## src/rtl/npw_pkg.sv

```systemverilog
package npw_pkg;

    typedef enum logic [2:0] {
        ST_IDLE,
        ST_MARK,
        ST_DATA,
        ST_SKIP,
        ST_DONE,
        ST_FAIL
    } npw_state_e;

    localparam logic [7:0] MARK_GOOD = 8'hFF;

endpackage

```

## src/rtl/npw_addr.sv

```systemverilog
module npw_addr #(
    parameter int BLK_W      = 10,
    parameter int PG_W       = 6,
    parameter int LG_W       = 3,
    parameter int COL_W      = 13,
    parameter int SMALL_PAGE = 2048,
    localparam int ROW_W     = BLK_W + PG_W
) (
    input  logic [BLK_W-1:0] blk,
    input  logic [PG_W-1:0]  pg,
    input  logic [LG_W-1:0]  lg,
    input  logic             spare,
    input  logic             page_4k,
    output logic [ROW_W-1:0] row,
    output logic [COL_W-1:0] col
);

    localparam logic [COL_W-1:0] SPARE_SMALL = COL_W'(SMALL_PAGE);
    localparam logic [COL_W-1:0] SPARE_LARGE = COL_W'(2 * SMALL_PAGE);

    // Pages per block is a power of two, so the row is a shift plus an OR.
    always_comb begin
        row = (ROW_W'(blk) << lg) | ROW_W'(pg);
        if (spare) begin
            col = page_4k ? SPARE_LARGE : SPARE_SMALL;
        end else begin
            col = '0;
        end
    end

endmodule

```

## src/rtl/npw_limits.sv

```systemverilog
module npw_limits #(
    parameter int MAX_BLOCKS = 1024,
    parameter int PG_W       = 6,
    parameter int LG_W       = 3,
    localparam int BLK_W     = $clog2(MAX_BLOCKS)
) (
    input  logic [BLK_W-1:0] blk,
    input  logic [PG_W-1:0]  pg,
    input  logic [LG_W-1:0]  lg,
    output logic [PG_W:0]    ppb_m1,
    output logic             pg_last,
    output logic             blk_last
);

    always_comb begin
        ppb_m1   = ((PG_W+1)'(1) << lg) - (PG_W+1)'(1);
        pg_last  = ({1'b0, pg} == ppb_m1);
        blk_last = (blk == BLK_W'(MAX_BLOCKS - 1));
    end

endmodule

```

## src/rtl/nand_page_walker.sv

```systemverilog
module nand_page_walker
    import npw_pkg::*;
#(
    parameter int MAX_BLOCKS = 1024,
    parameter int PG_W       = 6,
    parameter int CNT_W      = 16,
    parameter int SMALL_PAGE = 2048,
    localparam int BLK_W     = $clog2(MAX_BLOCKS),
    localparam int LG_W      = $clog2(PG_W + 1),
    localparam int ROW_W     = BLK_W + PG_W,
    localparam int COL_W     = $clog2(2 * SMALL_PAGE) + 1
) (
    input  logic             clk,
    input  logic             rst_n,
    input  logic             start,
    input  logic [CNT_W-1:0] need_pages,
    input  logic [LG_W-1:0]  ppb_log2,
    input  logic             page_4k,
    output logic             req_valid,
    output logic [BLK_W-1:0] req_block,
    output logic [PG_W-1:0]  req_page,
    output logic [ROW_W-1:0] req_row,
    output logic [COL_W-1:0] req_col,
    input  logic             pg_done,
    input  logic             pg_ecc_fail,
    input  logic [7:0]       pg_marker,
    output logic             done,
    output logic             fail
);

    npw_state_e       st_q, st_nxt;
    logic [BLK_W-1:0] blk_q;
    logic [PG_W-1:0]  pg_q;
    logic [CNT_W-1:0] got_q;
    logic [CNT_W-1:0] got_inc;
    logic [PG_W:0]    ppb_m1;
    logic             pg_last;
    logic             blk_last;
    logic             spare_sel;

    assign got_inc = got_q + 1'b1;

    npw_limits #(
        .MAX_BLOCKS (MAX_BLOCKS),
        .PG_W       (PG_W),
        .LG_W       (LG_W)
    ) u_limits (
        .blk      (blk_q),
        .pg       (pg_q),
        .lg       (ppb_log2),
        .ppb_m1   (ppb_m1),
        .pg_last  (pg_last),
        .blk_last (blk_last)
    );

    npw_addr #(
        .BLK_W      (BLK_W),
        .PG_W       (PG_W),
        .LG_W       (LG_W),
        .COL_W      (COL_W),
        .SMALL_PAGE (SMALL_PAGE)
    ) u_addr (
        .blk     (blk_q),
        .pg      (pg_q),
        .lg      (ppb_log2),
        .spare   (spare_sel),
        .page_4k (page_4k),
        .row     (req_row),
        .col     (req_col)
    );

    // State register
    always_ff @(posedge clk or negedge rst_n) begin
        if (!rst_n) begin
            st_q <= ST_IDLE;
        end else begin
            st_q <= st_nxt;
        end
    end

    // Transitions
    always_comb begin
        st_nxt = st_q;
        unique case (st_q)
            ST_IDLE: begin
                if (start) begin
                    st_nxt = (need_pages == '0) ? ST_DONE : ST_MARK;
                end
            end
            ST_MARK: begin
                if (pg_done) begin
                    if (pg_ecc_fail) begin
                        st_nxt = ST_FAIL;
                    end else if (pg_marker != MARK_GOOD) begin
                        st_nxt = ST_SKIP;
                    end else begin
                        st_nxt = ST_DATA;
                    end
                end
            end
            ST_DATA: begin
                if (pg_done) begin
                    if (pg_ecc_fail) begin
                        st_nxt = ST_FAIL;
                    end else if (got_inc == need_pages) begin
                        st_nxt = ST_DONE;
                    end else if (pg_last) begin
                        st_nxt = ST_SKIP;
                    end
                end
            end
            ST_SKIP: st_nxt = blk_last ? ST_FAIL : ST_MARK;
            ST_DONE: st_nxt = ST_IDLE;
            ST_FAIL: st_nxt = ST_IDLE;
            default: st_nxt = ST_IDLE;
        endcase
    end

    // Block, page and delivered-page counters
    always_ff @(posedge clk or negedge rst_n) begin
        if (!rst_n) begin
            blk_q <= '0;
            pg_q  <= '0;
            got_q <= '0;
        end else begin
            unique case (st_q)
                ST_IDLE: begin
                    if (start) begin
                        blk_q <= '0;
                        pg_q  <= '0;
                        got_q <= '0;
                    end
                end
                ST_DATA: begin
                    if (pg_done && !pg_ecc_fail) begin
                        got_q <= got_inc;
                        if (!pg_last) begin
                            pg_q <= pg_q + 1'b1;
                        end
                    end
                end
                ST_SKIP: begin
                    if (!blk_last) begin
                        blk_q <= blk_q + 1'b1;
                        pg_q  <= '0;
                    end
                end
                default: ;
            endcase
        end
    end

    // Outputs decoded from state
    always_comb begin
        req_valid = 1'b0;
        spare_sel = 1'b0;
        done      = 1'b0;
        fail      = 1'b0;
        unique case (st_q)
            ST_MARK: begin
                req_valid = 1'b1;
                spare_sel = 1'b1;
            end
            ST_DATA: req_valid = 1'b1;
            ST_DONE: done = 1'b1;
            ST_FAIL: fail = 1'b1;
            default: ;
        endcase
        req_block = blk_q;
        req_page  = pg_q;
    end

    AST_REQ_HOLD: assert property (@(posedge clk) disable iff (!rst_n)
        req_valid && !pg_done |=> req_valid && $stable(req_row) && $stable(req_col));
    AST_ECC_ABORT: assert property (@(posedge clk) disable iff (!rst_n)
        req_valid && pg_done && pg_ecc_fail |=> fail && !req_valid);
    AST_BAD_SKIP: assert property (@(posedge clk) disable iff (!rst_n)
        req_valid && (req_col != '0) && pg_done && !pg_ecc_fail && (pg_marker != MARK_GOOD)
        |=> !req_valid && !done && !fail);
    AST_PAGE_RANGE: assert property (@(posedge clk) disable iff (!rst_n)
        req_valid |-> ({1'b0, req_page} <= ppb_m1));
    AST_STROBE_EXCL: assert property (@(posedge clk) disable iff (!rst_n)
        !(done && fail) && !((done || fail) && req_valid));
    AST_DONE_ONE: assert property (@(posedge clk) disable iff (!rst_n)
        done |=> !done);
    AST_FAIL_ONE: assert property (@(posedge clk) disable iff (!rst_n)
        fail |=> !fail);

endmodule

```

## config.mk

```make
export PLATFORM = sky130hd
export DESIGN_NAME = nand_page_walker
export DESIGN_NICKNAME = d
export VERILOG_FILES = /design/src/rtl/npw_pkg.sv /design/src/rtl/npw_addr.sv /design/src/rtl/npw_limits.sv /design/src/rtl/nand_page_walker.sv
export SDC_FILE = /design/constraint.sdc
export NUM_CORES = 1
export LEC_CHECK = 0
export BUFFER_PORTS_ARGS = -buffer_cell sky130_fd_sc_hd__buf_2
export CORE_MARGIN = 4
export CORE_UTILIZATION = 50
export DETAILED_ROUTE_END_ITERATION = 7
export PLACE_DENSITY_LB_ADDON = 0.08
export SYNTH_ARGS = -nofsm -noshare
export SYNTH_HDL_FRONTEND = slang
export SYNTH_SLANG_ARGS = --single-unit
```

## constraint.sdc

```tcl
create_clock -name clk -period 3 [get_ports clk]
set_input_delay 0 -clock clk [delete_from_list [all_inputs] [get_ports clk]]
set_output_delay 0 -clock clk [all_outputs]
set_load 0.01 [all_outputs]
```

==> results.txt, run 1 <==
The tools report the master cell of the clock root buffer as sky130_fd_sc_hd__clkbuf_8. The clock passes through at most 2 buffers. Entering global routing, the biggest net connects 36 pins.

The clock latency on the worst-skew pair came out at 290 ps. The worst setup path is captured at a flip-flop. For this run, design rule violations remaining after detail routing come to 0. For the area of the core region, the log shows 0.00610 mm^2. The share of the synthesized area in the top cell type works out to 0.272. In the routed layout, each cell is associated on average with a via count of 5.93. The Yosys warning count was 0; the total via count in the routed design was 3161. Combinational share of power: 0.457. Once detail routing completed, the nets flagged for antenna violations numbered 0. For the worst setup path, the data required time is 3180 ps. In this run the power spent charging and discharging nets is 810 uW. After the flow finishes, the layout carries non-filler instances totaling 533. Site row count: 28. In this run the vertical extent of the chip is 88.3 um. By startpoint and endpoint, the worst setup path is classified as flip-flop to flip-flop. For the worst clock skew on the final layout, the log shows 6.56 ps. Ranked by total cell area, the synthesized netlist is headed by sky130_fd_sc_hd__dfrtp_1 27%, sky130_fd_sc_hd__nand2_1 5.2%, sky130_fd_sc_hd__o21ai_0 5.0%, sky130_fd_sc_hd__xnor2_1 4.6%, sky130_fd_sc_hd__mux2i_1 4.0%. The worst-case IR drop observed on VDD is 0.442 mV.

The biggest fanout along the worst timing path is 7, and the number of top-level design ports is 81. At the pin with the least slew margin, the transition time is 881 ps. Setup repair after global routing left no endpoint under its margin. The fraction of final layout cells with drive strength greater than 1 was 0.229. The type of the most critical hold path was input pin to flip-flop. The worst-case headroom to the max-slew limit was 0.408; the mean routed wirelength per cell was 15.7 um. The number of filler instances in the final layout is 583. The number of max-slew violations in the final report is 0.

Area share of and/or/nand/nor cells after synthesis: 0.279. In the synthesized netlist the dominant register cell turns out to be sky130_fd_sc_hd__dfrtp_1. The number of enable-type register cells in the synthesized netlist came out at 0.

For the final routed database, the setup TNS stands at 0 ps. The starting density of the core is 0.529. The flow ran to the end, and the final reports show no timing, DRC or antenna violations.

The overall fraction of global-route tracks in use is 0.223, and the design internal power is 991 uW. The switching power as a share of total power works out to 0.450. For this run, the top clock speed supported by timing is 371 MHz. The clock network fraction of total power is 0.189, and the number of antenna diodes is 0. The half-perimeter wire length of the detailed placement result was 6250 um; the initial antenna violation count was 0.

The floorplan step defined a die boundary enclosing 0.00780 mm^2. The number of global-route vias before repair was 2761. The tools report the total wirelength of the detailed-routed design as 8380 um. The leakage power total was 1.65 nW. The complex-gate fraction of the synthesized area was 0.210.

The final critical-path required period is 2690 ps. Dominant cell type by area after synthesis: sky130_fd_sc_hd__dfrtp_1. The tools report the final net count as 493.

The number of instances in the placed design is 523, and the global placer's final weighted congestion is 0.869. Final-report hold violation count: 0. The worst hold margin was 130 ps; the chip width was 88.3 um.

The area growth from synthesis to layout is 12.1%, and the clock transition at the register clock pins on the worst setup and hold paths after CTS is 80 ps. For this block, the initial DRC count from the detailed router was 203. TritonCTS built the clock tree. The combinational family with the most area after synthesis was simple AND/OR/NAND/NOR gates. The post-synthesis instance total was 398; the mean post-synth cell area was 8.10 um^2. The adder-cell area share of the yosys netlist is 0.0116, and the sequential share of power is 0.354. The total of flip-flops plus latches after synthesis was 35; the number of I/O port buffers was 69. Most common cell after layout, fill and taps aside: sky130_fd_sc_hd__buf_2.

The share of flip-flops with an asynchronous set or reset was 1.00; the H-tree level count was 2. The part of the cycle the worst path needs is 0.898, and the total clock buffers created by CTS is 5. Max-capacitance violation count: 0. The data arrival time of the critical path was 2870 ps.

Counting distinct cell types in the post-synthesis netlist gives 65. The logs give 0.272 for the sequential fraction of the synthesis area and 13900 um for the first-pass GRT wire length. The design draws 1.80 mW. The placed instances occupy a cell area of 0.00351 mm^2. The worst setup path is launched from a flip-flop.

After synthesis the cells add up to 0.00322 mm^2. The fraction of synthesized area in multiplexers works out to 0.0648. The clock net in this run drives a total of 35 sinks. The top cell types in the final layout, fill and taps aside, are 69 x sky130_fd_sc_hd__buf_2, 45 x sky130_fd_sc_hd__nand2_1, 35 x sky130_fd_sc_hd__dfrtp_1.

For the cell area after layout, the log shows 0.00362 mm^2. In this run the power density over the cells is 498 mW/mm^2. The overflow left after global routing was 0. The count of final setup violators is 0, and the xor and xnor fraction of the mapped netlist area is 0.0761. For this run, the detailed router's first-pass iteration total came to 5.
[cell usage after synthesis (6+ instances only)]
master and instances:
sky130_fd_sc_hd__nand2_1 45, sky130_fd_sc_hd__dfrtp_1 35, sky130_fd_sc_hd__o21ai_0 32, sky130_fd_sc_hd__nor2_1 23, sky130_fd_sc_hd__nand3_1 17, sky130_fd_sc_hd__xnor2_1 17, sky130_fd_sc_hd__a21oi_1 14, sky130_fd_sc_hd__nor3_1 14
sky130_fd_sc_hd__a22o_1 13, sky130_fd_sc_hd__buf_4 13, sky130_fd_sc_hd__mux2i_1 13, sky130_fd_sc_hd__nand4_1 12, sky130_fd_sc_hd__inv_1 11, sky130_fd_sc_hd__nor4_1 11, sky130_fd_sc_hd__xor2_1 11, sky130_fd_sc_hd__clkbuf_1 9
sky130_fd_sc_hd__nand2b_1 9, sky130_fd_sc_hd__mux2_2 7, sky130_fd_sc_hd__or3_1 7, sky130_fd_sc_hd__a21o_1 6, sky130_fd_sc_hd__buf_6 6
[layer usage]
| metal | vias to the layer above | routed length [um] | global-route usage |
|---|---|---|---|
| met5 | - | 0 | 0 |
| met4 | 0 | 66 | 0.0522 |
| met3 | 8 | 631 | 0.0345 |
| met2 | 119 | 3550 | 0.313 |
| met1 | 1476 | 4130 | 0.355 |
| li1 | 1558 | - | - |
[final timing paths]
check	start	to	slack [ps]	cells past startpoint
max in group asynchronous	rst_n	req_block[2]	2130	2
max reg2reg	got_q[0]	st_q[1]	310	8
min	pg_ecc_fail	st_q[1]	130	4
min in group asynchronous	rst_n	got_q[7]	350	2
max	got_q[0]	st_q[1]	310	8
min reg2reg	got_q[1]	got_q[1]	600	2
[metrics by stage]
step           utilization  setup WS, ps
6_report             0.593           306
5_1_grt              0.593           132
4_1_cts              0.593           325
3_5_place_dp         0.577           332
3_3_place_gp         0.577           434
2_1_floorplan            -           542
[power by group through the flow]
| stage | sequential (mW) | combinational, mW | clock (mW) |
|---|---|---|---|
| final | 0.638 | 0.823 | 0.340 |
| after global routing | 0.655 | 0.920 | 0.373 |
| after CTS | 0.638 | 0.823 | 0.352 |
| after detailed placement | 0.646 | 0.817 | 0 |
| after global placement | 0.641 | 0.814 | 0 |
| after floorplan | 0.602 | 0.632 | 0 |
[worst max-delay path, cell delays in order, from the launching register on]
cell	delay (ps)
sky130_fd_sc_hd__dfrtp_1	480
sky130_fd_sc_hd__ha_1	320
sky130_fd_sc_hd__nand3_1	120
sky130_fd_sc_hd__or3_4	420
sky130_fd_sc_hd__a2111oi_4	360
sky130_fd_sc_hd__o211ai_2	160
sky130_fd_sc_hd__nor4_4	390
sky130_fd_sc_hd__mux2i_1	270
sky130_fd_sc_hd__o2bb2ai_2	70
[area by class of cell]
class	count	area [um^2]	share of cell area
inverter	12	45.0	0.0125
multi-input combinational	326	2110	0.583
timing repair buffer	77	410	0.113
tap	75	93.8	0.0260
clock buffer	7	76.3	0.0211
sequential	35	876	0.242
clock inverter	1	5.00	0.00138
[registers in the layout, summed over array words and instances (netlist names)]
signal,cells
req_block,10
got_q,16
st_q,3
req_page,6
[timing repair]
item,in CTS,in global routing
endpoints found under the hold margin,36,0
gates resized for setup,0,0
endpoints found under the setup margin,0,0
setup buffers,0,0
hold buffers,2,0
[cell families after synthesis]
kind of cell               count (synthesis)
AOI/OAI and AO/OA                         96
adders and majority gates                  3
muxes                                     20
and+or+nand+nor                          168
xor gates and xnor gates                  28
DFF                                       35
buffers and inverters                     47
other                                      1
Note: power is estimated with default switching activity, not from simulation.
==> inputs of run 2 (changes only) <==
ABC_AREA = 1   (was not set)
==> run 2 against run 1 <==
Global-route usage fell by 0.22 points; sequential power fell by 11%; flip-flop and latch count did not move; die area fell by 5.1%; final area fell by 3.5%; combinational power rose by 1%; core utilization fell by 0.38 points; largest power group unchanged; highest routed layer unchanged.
==> results.txt, run 2 <==
Switching power as a share of total power: 0.473 (+0.0233). The die span in y works out to 86.0 um (-2.6%). Flip-flop cell with the highest count after synthesis: sky130_fd_sc_hd__dfrtp_1. The number of enable-type register cells in the synthesized netlist works out to 0 (unchanged). The type of the most critical hold path was input pin to flip-flop. The number of I/O port buffers is 69 (unchanged). In the post-synthesis netlist, the biggest area contributors are sky130_fd_sc_hd__dfrtp_1 29%, sky130_fd_sc_hd__nand2_1 16%, sky130_fd_sc_hd__inv_1 6.7%, sky130_fd_sc_hd__nand3_1 5.9%, sky130_fd_sc_hd__o21ai_0 5.3%. The delay of the slowest cell on the worst path came out at 590 ps (+110 ps).

The leakage power total was 1.65 nW (+0.31%); the required time at the endpoint of the critical path was 3210 ps (+30 ps). The tools report the number of instances in the placed design as 600 (+15%). Top achievable clock speed: 420 MHz (+13%). The design internal power is 924 uW (-6.8%), and the clock transition at the register clock pins on the worst setup and hold paths after CTS is 80 ps (about the same). The number of antenna diodes was 0 (unchanged).

The mean post-synth cell area is 6.52 um^2 (-20%), and the via-per-instance ratio is 5.39 (-9.1%). Startpoint kind of the worst setup timing path: a flip-flop. The mean routed wirelength per cell was 13.4 um (-15%); the site row count was 28 (unchanged). The transition time at the pin with the least slew margin works out to 837 ps (-44.5 ps). Share of the synthesized area in the top cell type: 0.288 (+0.0161). Post-synthesis instance area: 0.00304 mm^2 (-5.6%). The number of buffer and inverter stages on the critical path works out to 2 (+2). Part of the cycle the worst path needs: 0.793 (-0.105).

The overall fraction of global-route tracks in use is 0.221 (-0.00224), and the count of final setup violators is 0 (unchanged). The register with the most flip-flops in the final layout is got_q. The most numerous cell type found on the critical path is sky130_fd_sc_hd__nor2_1. The run gives 200 (-1.5%) as the number of design-rule violations left by the first detailed-router iteration. The biggest fanout along the worst timing path was 16 (+9); the Yosys warning count was 0 (unchanged).

For the area of the core region, the log shows 0.00592 mm^2 (-2.9%). The tools report the deepest clock path buffer count as 2 (unchanged). The library cell used most frequently in the layout, excluding fill and tap cells, is sky130_fd_sc_hd__nand2_1. The run gives 0 (unchanged) as the buffers inserted during post-CTS setup optimization. Data arrival time of the critical path: 2590 ps (-280 ps). The worst clock skew on the final layout is 7.96 ps (+1.40 ps). For the total wirelength of the detailed-routed design, the log shows 8150 um (-2.7%).

The tools report the max-capacitance violation count as 0 (unchanged). The total power density per cell area is 502 mW/mm^2 (+0.81%). The root buffer cell chosen for the clock tree is sky130_fd_sc_hd__clkbuf_8. Post-synthesis instance total: 467 (+17%). The run gives 0 (unchanged) as the overflow left after global routing.

The run gives 569 (+15%) as the final net count. The setup path with the least slack is of type flip-flop to flip-flop. Setup repair after global routing left no endpoint under its margin. For the combined area of the multi-input logic cells, the log shows 0.00184 mm^2 (-13%). The starting density of the core was 0.514 (-0.0148); the clock latency on the worst-skew pair was 300 ps (about the same). The chip width was 86.0 um (-2.6%); the area growth from synthesis to layout was 14.6%. The tools report the detailed-route DRC error count as 0 (unchanged). The number of global-route vias before repair is 2904 (+5.2%). The critical path goes through nor2_1, inv_2, nor2_1, clkinv_1, nor2_1, nor3_4, nand2_1, o21ai_0. For the area of the die, the log shows 0.00740 mm^2 (-5.1%). Largest voltage drop on the vdd net: 0.548 mV (+24%). The run gives 0 (unchanged) as the initial antenna violation count. The maximum number of pins on one net before global-route repair came out at 36 (unchanged). The H-tree level count is 2 (unchanged). The run finished with clean final reports.

Worst-case headroom to the max-slew limit: 0.442 (+0.0342). The run gives 39 (-40%) as the number of distinct standard cells referenced by the synthesized netlist. TritonCTS built the clock tree. The count of non-filler cells in the finished layout is 609 (+14%), and the number of flip-flops under the largest register name is 16 (unchanged). The run gives 35 (unchanged) as the total clock sinks.

The remaining antenna violation count was 0 (unchanged). The worst setup path is captured at a flip-flop. The total via count in the routed design is 3282 (+3.8%), and the number of top-level design ports is 81 (unchanged).

The combinational share of power is 0.474 (+0.017), and the total of flip-flops plus latches after synthesis is 35 (unchanged). The tools report the net switching power of the design as 829 uW (+2.3%). The top cell types in the final layout, fill and taps aside, are 133 x sky130_fd_sc_hd__nand2_1, 69 x sky130_fd_sc_hd__buf_2, 54 x sky130_fd_sc_hd__inv_1. The fraction of final layout cells with drive strength greater than 1 works out to 0.184 (-0.0457). The sequential fraction of the synthesis area is 0.288 (+0.0161), and the final-report hold violation count is 0 (unchanged). The slowest stage of the critical path is the sky130_fd_sc_hd__nor3_4 cell. sky130_fd_sc_hd__dfrtp_1 takes more of the synthesized area than any other cell.

The clock network fraction of total power came out at 0.200 (+0.011). The sequential share of power is 0.325 (-0.029), and the half-perimeter wire length of the detailed placement result is 6380 um (+2.0%). The global placer's final weighted congestion is 0.899 (+3.5%). By instance count, the leading cell after synthesis is sky130_fd_sc_hd__nand2_1. Final critical-path required period: 2380 ps (-314 ps). The first-pass GRT wire length came out at 13200 um (-5.0%). The area of all sequential standard cells came out at 876 um^2 (unchanged). The run gives 5 (unchanged) as the detailed-router iteration count before antenna repair.

Sorting the synthesized cells by how often they occur yields 133 x sky130_fd_sc_hd__nand2_1, 54 x sky130_fd_sc_hd__inv_1, 36 x sky130_fd_sc_hd__nand3_1, 35 x sky130_fd_sc_hd__dfrtp_1, 35 x sky130_fd_sc_hd__nor2_1. Among cell families on the critical path, the largest total delay comes from simple AND/OR/NAND/NOR gates. Number of max-slew violations in the final report: 0 (unchanged).

The final setup TNS is 0 ps (unchanged). The number of filler instances in the final layout is 599 (+2.7%), and the share of flip-flops with an asynchronous set or reset is 1.00 (unchanged). For the total clock buffers created by CTS, the log shows 5 (unchanged).
## run 2: cell count changes after synthesis, sizes merged, moves of 13 or more
| cell | change |
|---|---|
| a22o | -14 |
| inv | +50 |
| nand2 | +90 |
| nand3 | +19 |
| nor2 | +18 |
| o22ai | +15 |
| xnor2 | -13 |
## run 2: kinds of logic after synthesis
group	count (synthesis)	share of synthesized area
AOI/OAI and AO/OA	72	0.134
xor gates and xnor gates	21	0.0649
adders and majority gates	3	0.0123
buffers and inverters	85	0.122
DFF	35	0.288
muxes	2	0.00658
other	1	0.00123
and+or+nand+nor	248	0.371
## run 2: path summary, 6_finish.rpt
check	start	to	slack (ps)	depth (start not counted)
worst max-delay path	st_q[2]	got_q[2]	620	8
worst min-delay path	pg_done	st_q[0]	30	4
worst max register to register	st_q[2]	got_q[2]	620	8
worst min register to register	got_q[0]	got_q[0]	550	1
max in group asynchronous	rst_n	req_page[5]	2120	2
min in group asynchronous	rst_n	got_q[7]	350	2
## run 2: stage by stage
step	utilization	total power [mW]	setup WS, ps	cell area, um^2	hold slack, ps
floorplan	-	1.19	1200	3080	-296
global placement	0.572	1.38	402	3390	137
detailed placement	0.572	1.39	266	3390	144
CTS	0.588	1.74	265	3480	23.5
global route	0.589	1.89	389	3490	54.5
finish	0.589	1.75	620	3490	31.0
## run 2: repair_timing
item	CTS	global route
setup endpoints to repair	0	3
hold buffers	1	0
gates resized for setup	0	1
endpoints found under the hold margin	35	0
## run 2: layout make-up
class,count,area share
inverters,64,0.0688
clock inverters,2,0.00359
well taps,75,0.0269
repair buffers,70,0.102
flip-flops and latches,35,0.251
clock buffers,6,0.0208
multi-input cells,357,0.527
## run 2: worst reg2reg max path, cell delays in order, from the launching register on
cell,delay (ps)
sky130_fd_sc_hd__dfrtp_1,430
sky130_fd_sc_hd__nor2_1,80
sky130_fd_sc_hd__inv_2,110
sky130_fd_sc_hd__nor2_1,70
sky130_fd_sc_hd__clkinv_1,60
sky130_fd_sc_hd__nor2_1,90
sky130_fd_sc_hd__nor3_4,590
sky130_fd_sc_hd__nand2_1,550
sky130_fd_sc_hd__o21ai_0,310
## run 2: routing by layer
layer	part of all wire	wire length, um	GRT usage	up-vias
li1	-	-	-	1646
met1	0.48	3910	0.327	1509
met2	0.44	3570	0.329	117
met3	0.067	550	0.0365	10
met4	0.014	116	0.0676	0
met5	0	0	0	-
## run 2: power by group through the flow
stage	registers (mW)	logic, mW	clock network [mW]
floorplan	0.575	0.612	0
global placement	0.575	0.805	0
detailed placement	0.577	0.812	0
CTS	0.569	0.817	0.359
global route	0.580	0.927	0.379
finish	0.570	0.831	0.351
